[src/rtl/cmdq_regs.sv]
module cmdq_regs #(
  parameter int DEPTH  = 8,
  parameter int ADDR_W = 8,
  parameter int AW     = (DEPTH > 1) ? $clog2(DEPTH) : 1,
  parameter int CW     = $clog2(DEPTH + 1)
) (
  input  logic              clk,
  input  logic              rst_n,
  input  logic              wr_en,
  input  logic [ADDR_W-1:0] addr,
  input  logic [31:0]       wdata,
  output logic [31:0]       rdata,
  output logic              req_valid,
  output logic [31:0]       req_data,
  input  logic              req_pop,
  output logic [CW-1:0]     req_count,
  output logic              req_overflow,
  input  logic              rsp_push,
  input  logic [31:0]       rsp_data,
  output logic              rsp_full,
  output logic [CW-1:0]     rsp_count,
  output logic              irq
);
  localparam logic [ADDR_W-1:0] A_STAT = ADDR_W'('h30);
  localparam logic [ADDR_W-1:0] A_MASK = ADDR_W'('h34);
  localparam logic [ADDR_W-1:0] A_REQ  = ADDR_W'('h40);
  localparam logic [ADDR_W-1:0] A_RSP  = ADDR_W'('h44);
  localparam logic [CW-1:0]     FULL_N = CW'(DEPTH);
  localparam logic [AW-1:0]     LAST   = AW'(DEPTH - 1);

  logic [31:0] req_mem [DEPTH];
  logic [31:0] rsp_mem [DEPTH];
  logic [AW-1:0] req_wp, req_rp, rsp_wp, rsp_rp;
  logic [CW-1:0] req_cnt, rsp_cnt;
  logic mask_off, ovf;

  wire sel_stat = addr[ADDR_W-1:2] == A_STAT[ADDR_W-1:2];
  wire sel_mask = addr[ADDR_W-1:2] == A_MASK[ADDR_W-1:2];
  wire sel_req  = addr[ADDR_W-1:2] == A_REQ[ADDR_W-1:2];
  wire sel_rsp  = addr[ADDR_W-1:2] == A_RSP[ADDR_W-1:2];

  wire req_full  = req_cnt == FULL_N;
  wire rsp_empty = rsp_cnt == '0;
  wire host_push = wr_en && sel_req;
  wire req_in    = host_push && !req_full;
  wire req_out   = req_pop && req_cnt != '0;
  wire ack_wr    = wr_en && sel_rsp && wdata == 32'h0;
  wire rsp_out   = ack_wr && !rsp_empty;
  wire rsp_in    = rsp_push && rsp_cnt != FULL_N;

  function automatic logic [AW-1:0] nxt(input logic [AW-1:0] p);
    return (p == LAST) ? '0 : p + AW'(1);
  endfunction

  always_ff @(posedge clk) begin
    if (!rst_n) begin
      req_wp <= '0; req_rp <= '0; req_cnt <= '0;
      rsp_wp <= '0; rsp_rp <= '0; rsp_cnt <= '0;
      mask_off <= 1'b1;
      ovf <= 1'b0;
    end else begin
      if (req_in) begin
        req_mem[req_wp] <= wdata;
        req_wp <= nxt(req_wp);
      end
      if (req_out) req_rp <= nxt(req_rp);
      req_cnt <= req_cnt + CW'(req_in) - CW'(req_out);
      if (host_push && req_full) ovf <= 1'b1;
      if (rsp_in) begin
        rsp_mem[rsp_wp] <= rsp_data;
        rsp_wp <= nxt(rsp_wp);
      end
      if (rsp_out) rsp_rp <= nxt(rsp_rp);
      rsp_cnt <= rsp_cnt + CW'(rsp_in) - CW'(rsp_out);
      if (wr_en && sel_mask) mask_off <= wdata[3];
    end
  end

  always_comb begin
    rdata = 32'h0;
    if (sel_req)       rdata = {31'h0, req_full};
    else if (sel_rsp)  rdata = rsp_empty ? 32'hFFFF_FFFF : rsp_mem[rsp_rp];
    else if (sel_mask) rdata = {28'h0, mask_off, 3'b000};
    else if (sel_stat) rdata = {31'h0, !rsp_empty};
  end

  assign req_valid    = req_cnt != '0;
  assign req_data     = req_mem[req_rp];
  assign req_count    = req_cnt;
  assign req_overflow = ovf;
  assign rsp_full     = rsp_cnt == FULL_N;
  assign rsp_count    = rsp_cnt;
  assign irq          = !rsp_empty && !mask_off;

  assert_req_bound_R10: assert property (@(posedge clk) disable iff (!rst_n)
    req_cnt <= FULL_N && rsp_cnt <= FULL_N);
  assert_full_drop_R4: assert property (@(posedge clk) disable iff (!rst_n)
    (host_push && req_full && !req_pop) |=> req_cnt == FULL_N);
  assert_ovf_sticky_R4: assert property (@(posedge clk) disable iff (!rst_n)
    ovf |=> ovf);
  assert_read_keeps_R5: assert property (@(posedge clk) disable iff (!rst_n)
    (!ack_wr && !rsp_push) |=> $stable(rsp_cnt));
  assert_ack_empty_R6: assert property (@(posedge clk) disable iff (!rst_n)
    (ack_wr && rsp_empty && !rsp_push) |=> rsp_cnt == '0);
  assert_mask_off_R9: assert property (@(posedge clk) disable iff (!rst_n)
    (wr_en && sel_mask && wdata[3]) |=> !irq);
endmodule

[config.mk]
export PLATFORM = sky130hd
export DESIGN_NAME = cmdq_regs
export DESIGN_NICKNAME = d
export VERILOG_FILES = /design/src/rtl/cmdq_regs.sv
export SDC_FILE = /design/constraint.sdc
export NUM_CORES = 1
export LEC_CHECK = 0
export BUFFER_PORTS_ARGS = -buffer_cell sky130_fd_sc_hd__buf_2
export CAP_MARGIN = 10
export CORE_UTILIZATION = 54
export CTS_CLUSTER_DIAMETER = 60
export DETAILED_ROUTE_END_ITERATION = 16
export PLACE_DENSITY = 0.8
export SLEW_MARGIN = 20
export SYNTH_ARGS = -nofsm -noshare
export SYNTH_HDL_FRONTEND = slang
export SYNTH_SLANG_ARGS = --single-unit
export TNS_END_PERCENT = 10
[constraint.sdc]
create_clock -name clk -period 4.25 [get_ports clk]
set_input_delay 0.2125 -clock clk [delete_from_list [all_inputs] [get_ports clk]]
set_output_delay 0.2125 -clock clk [all_outputs]
set_load 0.02 [all_outputs]
After elaboration in Yosys (flattened, before gate mapping)
Memories as Yosys holds them, arrays and structs flattened. A register that Yosys moved wholly into a read port is not among the register bits.
Cells that the tools add are included.
{ "op_classes": {"n_reduce_logical": 16, "addsub": 8, "n_eq_ne": 11, "muxes": 19} }
{ "op_table": {"columns": ["op", "count"], "rows": [
  ["32-bit two-way mux", 3],
  ["32-bit logical NOT", 1],
  ["3-bit two-way mux", 8],
  ["3-bit by 1-bit adder with 3-bit output (second input constant)", 4],
  ["3-bit equality test (second input constant)", 4],
  ["6-bit by 4-bit equality test with 1-bit output (second input constant)", 2],
  ["6-bit by 5-bit equality test with 1-bit output (second input constant)", 2],
  ["1-bit logical AND", 10],
  ["4-bit by 1-bit adder with 4-bit output", 2],
  ["4-bit equality test (second input constant)", 2],
  ["4-bit by 1-bit subtractor with 4-bit output", 2],
  ["1-bit two-way mux", 7],
  ["4-bit logical NOT", 1],
  ["4-bit two-way mux", 1],
  ["4-bit inequality test (second input constant)", 1],
  ["4-bit nonzero test", 1],
  ["1-bit logical NOT", 3]
]} }
{ "totals": {"word_cells": 64, "in_bits": 77, "mem_count": 2, "out_inout_bits": 76, "ff_bits": 22, "ram_bits": 512} }
{ "memory_table": {"columns": ["memory", "words", "width", "rd", "rd_clocked_by_memory_dff", "wr", "line", "text"], "rows": [
  ["req_mem", 8, 32, 1, 1, 1, "31", "logic [31:0] req_mem [DEPTH];"],
  ["rsp_mem", 8, 32, 1, 1, 1, "32", "logic [31:0] rsp_mem [DEPTH];"]
]} }

Depth between registers and ports, before layout
Gate-level depths: netlist of run 1.
{ "depth": {"ltp_word": 6, "ltp_mapped": 12, "mapped_depth_nobuf": 12} }

Worst setup path before layout of run 1
No wires, ideal clock.
{ "synth_timing": {"path_type": "flip-flop to flip-flop", "start": "reg req_cnt[2], in the netlist req_count[2]", "end": "mem req_mem[5][0], enable pin", "t_arrival_ns": 3.692, "path_stages_with_launch": 7, "path_buffers": 0, "t_required_ns": 3.789, "slack_ns": 0.096, "synth_period_minus_slack_ns": 4.154, "path_cell_list": "dfxtp_1 -> inv_1 -> ha_1 -> or3b_2 -> nand4_2 -> or2_2 -> nor3_1"} }
{ "synth_between": {"elab_chain_cells": 6} }
{ "synth_lines": {"columns": ["item", "line", "text"], "rows": [
  ["start, declared", "34", "logic [CW-1:0] req_cnt, rsp_cnt;"],
  ["start signal, assigned", "67", "req_cnt <= req_cnt + CW'(req_in) - CW'(req_out);"],
  ["4-bit equality test", "42", "wire req_full = req_cnt == FULL_N;"],
  ["1-bit logical NOT", "45", "wire req_in = host_push && !req_full;"],
  ["1-bit logical AND", "45", null],
  ["1-bit two-way mux", "62", "if (req_in) begin"],
  ["1-bit two-way mux", "56", "if (!rst_n) begin"],
  ["1-bit two-way mux (not written as such)", "63", "req_mem[req_wp] <= wdata;"],
  ["end, declared", "31", null]
]} }
No other way between the ends.

==> PnR_summary.wiki, run 1 <==
{| class="wikitable"
! Metric !! Value
|-
| Outcome || finished, final reports clean
|-
| Setup-violating endpoint count in the final report || 0
|-
| Max-capacitance violation count || 0
|-
| Die span in x || between 150 and 200 um
|-
| Total power divided by cell area || around 490 mW/mm^2
|-
| Count of filler cells inserted in the layout || about 2,400
|-
| Routability congestion estimate || 0.735
|-
| Worst r2r path cells || 10
|-
| Async S/R FF share, synth || 0%
|-
| Detailed-route vias per instance || slightly below 6
|-
| Number of nets in the synthesized netlist || between 1,000 and 1,500
|-
| Mean instance size in the synthesized netlist || roughly 22 sq um
|-
| Buffers on Ports || 150
|-
| Global route overflow || 0
|-
| P_leak || 8.15 nW
|-
| Main combinational cell family by area after synthesis || multiplexers
|-
| Accumulated negative setup slack || 0 ns
|-
| Maximum vdd ir drop || between 0.3 and 0.4 mV
|-
| DRC viols || 0
|-
| Critical path launch point type || register
|-
| Core area || between 0.03 and 0.04 sq mm
|-
| Peak fanout along the critical path || 30
|-
| Worst hold path type || input pin to register
|-
| Fraction of final layout cells with drive strength greater than 1 || between 30% and 40%
|-
| Sequential area share after synthesis || between 70% and 80%
|-
| Unrepaired setup endpoints after global routing || false
|-
| Hold Violations, Final || 0
|-
| Number of different library cells in the post-synthesis netlist || 44
|-
| Die Span Y || between 150 and 200 um
|-
| Number of antenna violations at the first check in global routing || 1
|-
| Final antenna-violating net count || 0
|-
| Buffer type at the clock tree root || clkbuf_16
|-
| Achievable frequency || 0.314 GHz
|-
| Fraction of synthesized area in multiplexers || around 17%
|-
| CTS buffer count || 53
|-
| Drt wl/cell || 24.2 um
|-
| Vias post-DR || a little over 10,000
|-
| Critical path capture point type || output pin
|-
| Cell Area, Synth || ~0.021 sq mm
|-
| Count of standard-cell rows || just over 70
|-
| Final Worst Setup Slack || 1.06 ns
|-
| Post-Synth Simple-Gate Area || ~2.7%
|-
| Number of buffers on the longest clock path || 3
|-
| Die outline area || between 0.03 and 0.04 sq mm
|-
| Post-layout utilization of the core || around two thirds
|-
| Pin count of the biggest net entering global routing || 63
|-
| Post-Synth Adder-Cell Area || 1.38%
|-
| Number of enable-type register cells in the synthesized netlist || between 500 and 600
|-
| Starting Density || 55.3%
|-
| Count of hold buffers inserted by post-cts repair || between 60 and 70
|-
| Worst Setup Path Type || register to output pin
|-
| Clk_lat worst skew || 0.61 ns
|-
| Clock tree from TritonCTS || yes
|-
| Synth Instances || approximately 970
|-
| Post-synthesis sequential element count || between 500 and 600
|-
| Worst hold path stage count || 3
|-
| Final HPWL from detailed placement || approximately 23,000 um
|-
| Area used by sequential logic in the layout || 0.0159 sq mm
|-
| I/O Pins || 153
|-
| Number of warning messages in the yosys log || 0
|-
| Final clock skew || 0.0269 ns
|-
| Most frequently used flop master after synthesis || edfxtp_1
|-
| Post-Route WL || between 40,000 and 50,000 um
|-
| PostCTS Resize Cnt || 0
|-
| Max Slew Vio Count || 0
|-
| Syn-to-layout area delta || 19.0%
|-
| Transition time of the tightest slew-check pin || between 0.9 and 1 ns
|-
| Final cycle utilization of the critical path || ~75%
|-
| Wire length of the first global-routing pass || between 60,000 and 70,000 um
|-
| Xor-xnor portion of the synthesized cell area || 0.167%
|-
| First-pass DRT Iterations || 5
|-
| Starting DRC count in detailed routing || 587
|-
| Relative slew slack || between 30% and 40%
|-
| Tot GR Track Use || 22.4%
|-
| Worst endpoint data arrival time || 2.98 ns
|-
| Number of global-route vias before repair || 11,100
|-
| Nets@finish || around 1,300
|-
| Area of the multi-input gates || 0.00488 sq mm
|-
| Compound-Gate Fraction of Synth Area || under 10%
|-
| Post-CTS clock slew at the launch and capture registers of the worst setup and hold paths || about 0.06 ns
|-
| Worst path required time || around 4.0 ns
|-
| TritonCTS sink count || between 500 and 600
|-
| Final critical-path required period || about 3.2 ns
|-
| Count of H-tree levels built during CTS || 2
|-
| Post-CTS repair timing setup buffer count || 0
|-
| Setup Slack @ Placement || between 1 and 1.5 ns
|}
-- metrics by stage --
stage                     cell area [sq um]  total power [mW]  hold slack [ns]  instances
after global routing                  24900              12.7           0.0393       1775
after floorplan                       21000              7.11            0.311        967
after CTS                             24900              12.4           0.0111       1774
after detailed placement              22500              7.57            0.480       1609
final                                 24900              12.3           0.0387       1775
after global placement                22500              7.52            0.472       1609
-- power breakdown --
part           internal [mW]  total, mW  switching, mW
clock network           2.85       4.80           1.95
logic                  0.678       1.47          0.788
registers               5.93       6.05          0.121
total                   9.45       12.3           2.86
-- path summary, 6_finish.rpt --
path / start / endpoint / slack, ns
setup reg to reg: rsp_count[2] / rsp_count[1] / 1.23
hold / removal: addr[2] / mask_off / 0.04
setup / recovery: register / rdata[4] / 1.06
hold reg to reg: rsp_rp[1] / register / 0.49
-- final cells by class --
cell class	instances	share of cell area, %
Sequential cell	540	63.9
Tap cell	511	2.56
Clock inverter	37	1.59
Antenna cell	1	0.0100
Inverter	14	0.211
Timing Repair Buffer	242	6.49
Clock buffer	62	5.62
Multi-Input combinational cell	368	19.6
-- flip-flops by register name, indices dropped and copies added, names as in the netlist, named ones only --
name          cells
rsp_rp            3
mask_off          1
rsp_mem         256
req_mem         256
req_wp            3
rsp_count         4
req_rp            3
req_count         4
req_overflow      1
rsp_wp            3
-- synth_stat cells (4+ instances only) --
cell type	instances	area share, %
edfxtp_1	512	73
mux4_2	127	14
mux2i_1	37	1.8
a21oi_1	34	0.81
mux2_2	32	1.7
dfxtp_1	28	2.7
clkbuf_1	24	0.43
nand2_1	22	0.39
ha_1	20	1.2
nor2_1	16	0.29
inv_1	14	0.25
buf_2	10	0.24
a21boi_0	8	0.29
and2_1	7	0.21
nor4_1	7	0.21
buf_4	6	0.21
nor2b_1	6	0.18
nor3_1	6	0.14
buf_1	5	0.090
nand3_1	4	0.096
-- cell usage in the layout, fill, tap and decap left out, types with 8 or more instances in the layout --
cell type | netlist | final
ha_1 | 20 | 20
mux4_2 | 127 | 127
dfxtp_1 | 28 | 23
bufinv_16 | 0 | 8
buf_4 | 6 | 25
buf_2 | 10 | 150
clkinv_2 | 0 | 10
mux2i_1 | 37 | 37
a21boi_0 | 8 | 8
nand2_1 | 22 | 20
clkbuf_16 | 0 | 55
nor2_4 | 0 | 10
mux2_2 | 32 | 32
inv_1 | 14 | 14
a21oi_1 | 34 | 34
clkinv_1 | 0 | 12
edfxtp_1 | 512 | 512
dlygate4sd3_1 | 0 | 66
-- logic make-up after synthesis --
family	count (synthesis)
AOI/OAI and AO/OA	51
xor gates and xnor gates	4
adders and majority gates	22
buffers and inverters	59
DFF	540
muxes	196
and+or+nand+nor	95
-- per-layer routing --
layer,up-vias,GRT usage [%],share of wire (%)
li1,4519,-,-
met1,5342,27.3,39
met2,426,38.7,52
met3,69,4.92,6.8
met4,0,9.17,2.3
met5,-,0,0
-- worst max-delay path, stage by stage (launching register included) --
cell and delay [ns]:
dfxtp_4 0.73, buf_4 0.49, mux4_2 0.57, mux2i_1 0.16
a21oi_1 0.15, buf_2 0.25
Note: power is estimated with default switching activity, not from simulation.
==> run 2: changes to the inputs <==
Clock period 4.25 ns to 2.8 ns, I/O delays scaled along.
==> PnR_summary.wiki, run 2 (synthesis results as in run 1) <==
{| class="wikitable"
! Metric !! Value
|-
| Outcome || finished, final reports clean
|-
| Buffer type at the clock tree root || clkbuf_16
|-
| Final HPWL from detailed placement || 22,800 um (-0.60%)
|-
| Count of filler cells inserted in the layout || 2,395 (+0.25%)
|-
| Worst Setup Path Type || register to output pin
|-
| Clock tree from TritonCTS || yes
|-
| Final critical-path required period || about 2.6 ns
|-
| Hold Violations, Final || 0 (unchanged)
|-
| Vias post-DR || 10,500 (+1.7%)
|-
| Core area || 0.0379 sq mm (unchanged)
|-
| Die Span Y || 199 um (unchanged)
|-
| Detailed-route vias per instance || 5.89 (+0.99%)
|-
| Post-CTS repair timing setup buffer count || 0 (unchanged)
|-
| Critical path's top delay family || multiplexers
|-
| Most common cell after layout, fill and taps aside || edfxtp_1
|-
| Worst stage delay on the critical path || 0.53 ns (-0.20 ns)
|-
| Final Worst Setup Slack || 0.166 ns (-0.894 ns)
|-
| Worst endpoint data arrival time || 2.49 ns (-0.49 ns)
|-
| Nets@finish || 1,333 (+1.1%)
|-
| CTS buffer count || 51 (-3.8%)
|-
| Total power divided by cell area || 722 mW/mm^2 (+46%)
|-
| Critical path launch point type || register
|-
| Drt wl/cell || 24.9 um (+2.8%)
|-
| Number of antenna violations at the first check in global routing || 2 (+1)
|-
| Die span in x || 199 um (unchanged)
|-
| Final clock skew || 0.0147 ns (-0.0121 ns)
|-
| TritonCTS sink count || 540 (unchanged)
|-
| Unrepaired setup endpoints after global routing || true
|-
| Cells along the critical path || mux4_2, a2111oi_0, buf_4, o21ai_0, buf_2
|-
| Routability congestion estimate || 0.770 (+4.7%)
|-
| Post-CTS clock slew at the launch and capture registers of the worst setup and hold paths || 0.06 ns (about the same)
|-
| Tot GR Track Use || 22.7% (+0.31 points)
|-
| DRC viols || 0 (unchanged)
|-
| Setup-violating endpoint count in the final report || 0 (unchanged)
|-
| Largest registers in the final layout || req_mem: 256 flops, rsp_mem: 256 flops
|-
| Starting DRC count in detailed routing || 726 (+24%)
|-
| I/O Pins || 153 (unchanged)
|-
| Number of buffers on the longest clock path || 3 (unchanged)
|-
| Relative slew slack || 52.9% (+15 points)
|-
| Global route overflow || 0 (unchanged)
|-
| Pin count of the biggest net entering global routing || 65 (+3.2%)
|-
| P_leak || 8.19 nW (+0.46%)
|-
| Buffers on Ports || 150 (unchanged)
|-
| Count of standard-cell rows || 71 (unchanged)
|-
| Syn-to-layout area delta || 20.3%
|-
| Critical path capture point type || output pin
|-
| Final cycle utilization of the critical path || 94.1%
|-
| Starting Density || 55.3% (unchanged)
|-
| Peak fanout along the critical path || 8 (-73%)
|-
| First-pass DRT Iterations || 5 (unchanged)
|-
| Number of global-route vias before repair || 11,100 (-0.045%)
|-
| Final antenna-violating net count || 0 (unchanged)
|-
| Count of H-tree levels built during CTS || 2 (unchanged)
|-
| Achievable frequency || approximately 0.38 GHz
|-
| Post-layout utilization of the core || 66.5% (+0.73 points)
|-
| Transition time of the tightest slew-check pin || 0.700 ns (-0.234 ns)
|-
| Post-Route WL || 44,400 um (+3.5%)
|-
| Setup Slack @ Placement || 0.0879 ns (-1.12 ns)
|-
| Most frequent cells in the layout || edfxtp_1 (512), buf_2 (150), mux4_2 (127)
|-
| Clk_lat worst skew || 0.59 ns (-0.02 ns)
|-
| Max-capacitance violation count || 0 (unchanged)
|-
| Wire length of the first global-routing pass || 65,100 um (+1.5%)
|-
| Die outline area || 0.0396 sq mm (unchanged)
|-
| Max Slew Vio Count || 0 (unchanged)
|-
| Worst hold path type || input pin to register
|-
| Worst path slowest cell || mux4_2
|-
| Fraction of final layout cells with drive strength greater than 1 || 35.4% (about the same)
|-
| Maximum vdd ir drop || 0.907 mV (+140%)
|-
| Buffering stage count on the worst path with inverters included || 2 (unchanged)
|-
| Worst path required time || 2.66 ns (-1.38 ns)
|}
run 2: metal layers:
layer  track usage, %  routed length, um
met1             27.3              16500
met2             40.6              23800
met3             4.78               3100
met4             7.46                984
met5                0                  0
run 2: per-stage QoR:
| step | instance area [sq um] | power [mW] | hold slack (ns) | cells | setup TNS [ns] |
|---|---|---|---|---|---|
| 6_report | 25200 | 18.2 | 0.0868 | 1788 | 0 |
| 5_1_grt | 25200 | 18.8 | 0.113 | 1787 | -0.00575 |
| 4_1_cts | 25200 | 18.3 | 0.0602 | 1785 | 0 |
| 3_5_place_dp | 22800 | 11.5 | 0.406 | 1621 | 0 |
| 3_3_place_gp | 22800 | 11.5 | 0.401 | 1621 | 0 |
| 2_1_floorplan | 21000 | 10.8 | 0.239 | 967 | -182.08 |
run 2: tightest hold or removal path: cells and delay by family:
| family | cells | cell delay, ns |
|---|---|---|
| AOI/OAI and AO/OA | 1 | 0.13 |
| buffers and inverters | 1 | 0.09 |
| and+or+nand+nor | 2 | 0.27 |
run 2: cell type report:
cell class              instances  area [sq um]  share of cell area (%)
flip-flops and latches        540         15900                    63.2
multi-input cells             368          4920                    19.5
repair buffers                259          2020                    8.01
clock buffers                  64          1350                    5.34
well taps                     511           639                    2.54
clock inverters                30           290                    1.15
inverters                      14          52.6                   0.208
diodes                          2          5.00                  0.0198
run 2: report_power, final:
part	total [mW]	switching (mW)	internal [mW]
clock network	6.76	2.88	3.87
logic	2.37	1.29	1.08
registers	9.07	0.0805	8.99
run 2: worst paths after layout:
| check | start | end | slack, ns | cells after the start |
|---|---|---|---|---|
| setup / recovery | register | rdata[0] | 0.17 | 5 |
| hold / removal | addr[6] | mask_off | 0.09 | 4 |
| setup reg to reg | rsp_count[2] | rsp_count[1] | 0.17 | 10 |
| hold reg to reg | req_rp[1] | register | 0.49 | 2 |
run 2: repair_timing:
item | 4_1_cts | 5_1_grt
hold endpoints to repair | 520 | 0
pin swaps | 0 | 1
cloned | 0 | 1
endpoints found under the setup margin | 1 | 4
gates resized for setup | 1 | 1
hold buffers | 70 | 0
